$ cat src/rtl/wdog_keyed.sv
module wdog_keyed #(
  parameter int T0_LOG = 20,
  parameter int T1_LOG = 22,
  parameter int T2_LOG = 24,
  parameter int T3_LOG = 25,
  parameter int DW     = 16
) (
  input  logic          clk,
  input  logic          por_n,
  input  logic          rst_n,
  input  logic          tick_en,
  input  logic          reg_wr,
  input  logic          reg_sel,
  input  logic [DW-1:0] reg_wdata,
  output logic [DW-1:0] reg_rdata,
  output logic          irq_req,
  output logic          fiq_req,
  output logic          rst_req,
  output logic          last_rst_wdog
);
  localparam int CW = T3_LOG;
  localparam logic [CW-1:0] LIM0 = {CW{1'b1}} >> (CW - T0_LOG);
  localparam logic [CW-1:0] LIM1 = {CW{1'b1}} >> (CW - T1_LOG);
  localparam logic [CW-1:0] LIM2 = {CW{1'b1}} >> (CW - T2_LOG);
  localparam logic [CW-1:0] LIM3 = {CW{1'b1}} >> (CW - T3_LOG);
  localparam logic [DW-1:0] SVC_K1 = DW'(16'h00A5);
  localparam logic [DW-1:0] SVC_K2 = DW'(16'h005A);
  localparam logic [DW-1:0] SRT_K1 = DW'(16'h0123);
  localparam logic [DW-1:0] SRT_K2 = DW'(16'h0321);

  typedef enum logic [1:0] {K_IDLE, K_SVC, K_SRT} kstate_t;

  logic          armed_q;
  logic [1:0]    tmo_q, act_q;
  logic [CW-1:0] cnt_q, lim;
  kstate_t       ks_q, ks_d;
  logic          pend_q, flag_q, rstn_prev_q;

  wire svc_wr   = reg_wr & reg_sel;
  wire ctl_wr   = reg_wr & ~reg_sel;
  wire svc_done = svc_wr && ks_q == K_SVC && reg_wdata == SVC_K2;
  wire srt_done = svc_wr && ks_q == K_SRT && reg_wdata == SRT_K2;
  wire step     = armed_q & tick_en;
  wire at_lim   = cnt_q == lim;
  wire expire   = step && at_lim && !svc_done;

  always_comb begin
    case (tmo_q)
      2'd0:    lim = LIM0;
      2'd1:    lim = LIM1;
      2'd2:    lim = LIM2;
      default: lim = LIM3;
    endcase
  end

  always_comb begin
    ks_d = ks_q;
    if (svc_wr) begin
      if (svc_done || srt_done)  ks_d = K_IDLE;
      else if (reg_wdata == SVC_K1) ks_d = K_SVC;
      else if (reg_wdata == SRT_K1) ks_d = K_SRT;
      else                          ks_d = K_IDLE;
    end
  end

  always_ff @(posedge clk or negedge rst_n) begin
    if (!rst_n) begin
      armed_q <= 1'b0;
      tmo_q   <= 2'd0;
      act_q   <= 2'd0;
      ks_q    <= K_IDLE;
      cnt_q   <= '0;
      irq_req <= 1'b0;
      fiq_req <= 1'b0;
      rst_req <= 1'b0;
    end else begin
      ks_q <= ks_d;
      if (ctl_wr && !armed_q) begin
        tmo_q   <= reg_wdata[1:0];
        act_q   <= reg_wdata[3:2];
        armed_q <= reg_wdata[4];
      end
      if (svc_done)  cnt_q <= '0;
      else if (step) cnt_q <= at_lim ? '0 : cnt_q + 1'b1;
      if (svc_done) begin
        irq_req <= 1'b0;
        fiq_req <= 1'b0;
      end else if (expire) begin
        if (act_q == 2'd0) irq_req <= 1'b1;
        if (act_q == 2'd1) fiq_req <= 1'b1;
      end
      rst_req <= (expire && act_q == 2'd2) || srt_done;
    end
  end

  always_ff @(posedge clk or negedge por_n) begin
    if (!por_n) begin
      pend_q      <= 1'b0;
      flag_q      <= 1'b0;
      rstn_prev_q <= 1'b1;
    end else begin
      rstn_prev_q <= rst_n;
      if (!rst_n && rstn_prev_q) begin
        flag_q <= pend_q;
        pend_q <= 1'b0;
      end else if (rst_n && expire && act_q == 2'd2) begin
        pend_q <= 1'b1;
      end
    end
  end

  assign last_rst_wdog = flag_q;
  assign reg_rdata     = reg_sel ? '0 : DW'({armed_q, act_q, tmo_q});

  assert_lock_R2: assert property (@(posedge clk) disable iff (!rst_n)
    armed_q |=> armed_q && $stable(act_q) && $stable(tmo_q));
  assert_hold_disarmed_R3: assert property (@(posedge clk) disable iff (!rst_n)
    (!armed_q && !svc_done) |=> $stable(cnt_q));
  assert_one_request_R4: assert property (@(posedge clk) disable iff (!rst_n)
    $onehot0({irq_req, fiq_req}));
  assert_irq_held_R5: assert property (@(posedge clk) disable iff (!rst_n)
    (irq_req && !svc_done) |=> irq_req);
  assert_fiq_held_R5: assert property (@(posedge clk) disable iff (!rst_n)
    (fiq_req && !svc_done) |=> fiq_req);
  assert_service_clears_R6: assert property (@(posedge clk) disable iff (!rst_n)
    svc_done |=> (cnt_q == '0) && !irq_req && !fiq_req);
  assert_soft_reset_R7: assert property (@(posedge clk) disable iff (!rst_n)
    srt_done |=> rst_req);
  assert_flag_stable_R9: assert property (@(posedge clk) disable iff (!por_n)
    rst_n |=> $stable(flag_q));
endmodule

$ cat config.mk
export PLATFORM = sky130hd
export DESIGN_NAME = wdog_keyed
export DESIGN_NICKNAME = d
export VERILOG_FILES = /design/src/rtl/wdog_keyed.sv
export SDC_FILE = /design/constraint.sdc
export NUM_CORES = 1
export LEC_CHECK = 0
export ABC_AREA = 1
export BUFFER_PORTS_ARGS = -buffer_cell sky130_fd_sc_hd__buf_2
export CAP_MARGIN = 10
export CORE_AREA = 10 10 95 97
export CTS_BUF_LIST = sky130_fd_sc_hd__clkbuf_4
export CTS_CLUSTER_DIAMETER = 50
export CTS_CLUSTER_SIZE = 24
export DETAILED_ROUTE_END_ITERATION = 10
export DIE_AREA = 0 0 105 107
export PLACE_DENSITY_LB_ADDON = 0.2
export SKIP_CTS_REPAIR_TIMING = 1
export SLEW_MARGIN = 20
export SYNTH_ARGS = -nofsm -noshare
export SYNTH_HDL_FRONTEND = slang
export SYNTH_SLANG_ARGS = --single-unit
$ cat constraint.sdc
create_clock -name clk -period 4.6 [get_ports clk]
set_input_delay 1.38 -clock clk [delete_from_list [all_inputs] [get_ports clk]]
set_output_delay 1.38 -clock clk [all_outputs]
set_load 0.01 [all_outputs]
==> metrics.txt <==
drt via density 4.62; gp weighted congestion 0.835; number of H-tree levels 2; Initial Util 37.4%; clock root cell clkbuf_4; Area contributors post-synth dfrtp_1 (35%), nand2_1 (18%), inv_1 (8.4%); share of cells above drive strength 1 13.5%; synthesized area per cell 6.50 um2; placed cell count 535; Die ar. 0.0112 mm2; TritonCTS clock tree built; crit path DAT 1.75 ns; prevailing post-synth register cell dfrtp_1; Slew Viols, Final 0; period utilisation layout 68.1%; DRC 0; top cells by count, synth nand2_1 (128), inv_1 (60), nor2_1 (58); Max clock buf depth 2; clk sinks 38; endpoints failing setup 0; routed len/inst 12.4 um; Synth area leader dfrtp_1; CTS Buf Count 5; Leakage 1.59 nW; worst skew pair latency 0.34 ns; Tmin final 3.13 ns; Worst Hold Class register to register; IO Port Bufs 30; setup_tns 0 ns; core area 0.00714 mm2; Worst Setup End Kind primary output; YS warnings 0; final non-filler cell total 543; global route total overflow 0; skew final 0.00422 ns; Yosys cell types 27; 1st-iter DRT viols 142; Max-cap violations 0; largest net degree at the start of global routing 31; RSZ-0062 raised after global routing no; Fillers 777; ant diodes 0; Hold WS 0.494 ns; #FFs+latches synth 38; dpl ws 1.46 ns; final hold vios 0; Die Span X 105 um; first-pass GRT wire length 11500 um; count leader, synth nand2_1; status finished clean; initial antenna violation count 0; Pwr Density 270 mW/mm2; Seq/Total Area, Yosys 35.6%; vias in the first global route 2420; Synth top area share 34.6%; Die Y 107 um; Reg area 952 um2; Rows 31; crit path kind input pin to primary output; Core Util, Final 41.4%; First-pass DRT Iterations 5; CP max FO 7; EDFF count, synth 0; Syn Inst Count 411; ANT nets after route 0; Max VDD drop 98.0 uV; Reg clk slew, reported paths 0.12 ns; vias 2507; area grow syn2layout 10.5%; ys async rst share 100%; max frequency 0.319 GHz; post-DP HPWL 5290 um; Ports 42; Setup crit start kind input pin; Required @ worst endpoint 3.22 ns; setup slack after layout 1.47 ns; DRT Wirelength 6740 um; synthesized cell area 0.00267 mm2; footprint of the multi-input gates 0.00139 mm2; All-Layer GR Usage 12.2%; Total Nets Final 466
==> cells by family (layout without fill, tap and decap cells) <==
kind of cell | after synthesis | after routing | synth area share, %
AOI/OAI and AO/OA | 15 | 15 | 3.23
muxes | 1 | 1 | 0.421
other | 1 | 11 | 0.140
DFF | 38 | 38 | 35.6
xor gates and xnor gates | 3 | 3 | 0.983
buffers and inverters | 78 | 101 | 13.9
and+or+nand+nor | 274 | 274 | 45.2
adders and majority gates | 1 | 1 | 0.468
==> critical path, stage by stage <==
cell and delay (ns):
buf_2 0.14, nor2_1 0.10, buf_2 0.14
==> routing by layer <==
metal | part of all wire [%] | vias up | wire [um] | track usage [%]
met5 | 0 | - | 0 | 0
met4 | 0.83 | 0 | 56 | 2.75
met3 | 5.7 | 5 | 387 | 3.53
met2 | 45 | 74 | 3030 | 20.2
met1 | 49 | 1097 | 3270 | 15.5
li1 | - | 1331 | - | -
==> layout make-up <==
cell class	instances	area share [%]
timing repair buffer	31	5.34
clock buffer	5	1.27
multi-input combinational	305	46.9
tap	99	4.19
clock inverter	3	2.16
inverter	62	7.88
sequential	38	32.2
==> layout by cell type, fill, tap and decap left out, types with 3 or more instances in the layout <==
cell type and instances:
a21oi_2 3, buf_2 30, clkbuf_4 5, conb_1 11
dfrtp_1 37, inv_1 60, nand2_1 128, nand3_1 43
nand4_1 18, nor2_1 58, nor2_2 8, nor3_1 11
o21ai_0 10, xor2_1 3
==> power by group <==
group | internal, mW | switching (mW) | leakage [nW]
clock | 0.167 | 0.119 | 0.0528
combinational | 0.0442 | 0.0807 | 1.08
sequential | 0.358 | 0.0280 | 0.457
==> worst paths after layout <==
path / cells after the start / start / slack, ns / endpoint
min in group asynchronous: 1 / por_n / 0.80 / last_rst_wdog$_DFFE_PN0P_
worst max-delay path: 3 / reg_sel / 1.47 / reg_rdata[0]
worst max register to register: 8 / cnt_q[0]$_DFFE_PN0P_ / 2.65 / cnt_q[24]$_DFFE_PN0P_
worst min-delay path: 2 / pend_q$_DFFE_PN0P_ / 0.49 / pend_q$_DFFE_PN0P_
max in group asynchronous: 2 / rst_n / 3.03 / fiq_req$_DFFE_PN0P_
worst min register to register: 2 / pend_q$_DFFE_PN0P_ / 0.49 / pend_q$_DFFE_PN0P_
==> per-stage QoR <==
stage,instance area [um2],total power [mW]
floorplan,2710,0.484
global placement,2850,0.513
detailed placement,2850,0.516
CTS,2950,0.810
global route,2950,0.846
finish,2950,0.797
==> sequential cells by signal, summed over array words and instances, names as in the netlist <==
register	flops
rstn_prev_q	1
armed_q	1
pend_q	1
cnt_q	25
fiq_req	1
tmo_q	2
rst_req	1
act_q	2
ks_q	2
last_rst_wdog	1
irq_req	1
(Power assumes the default switching activity.)
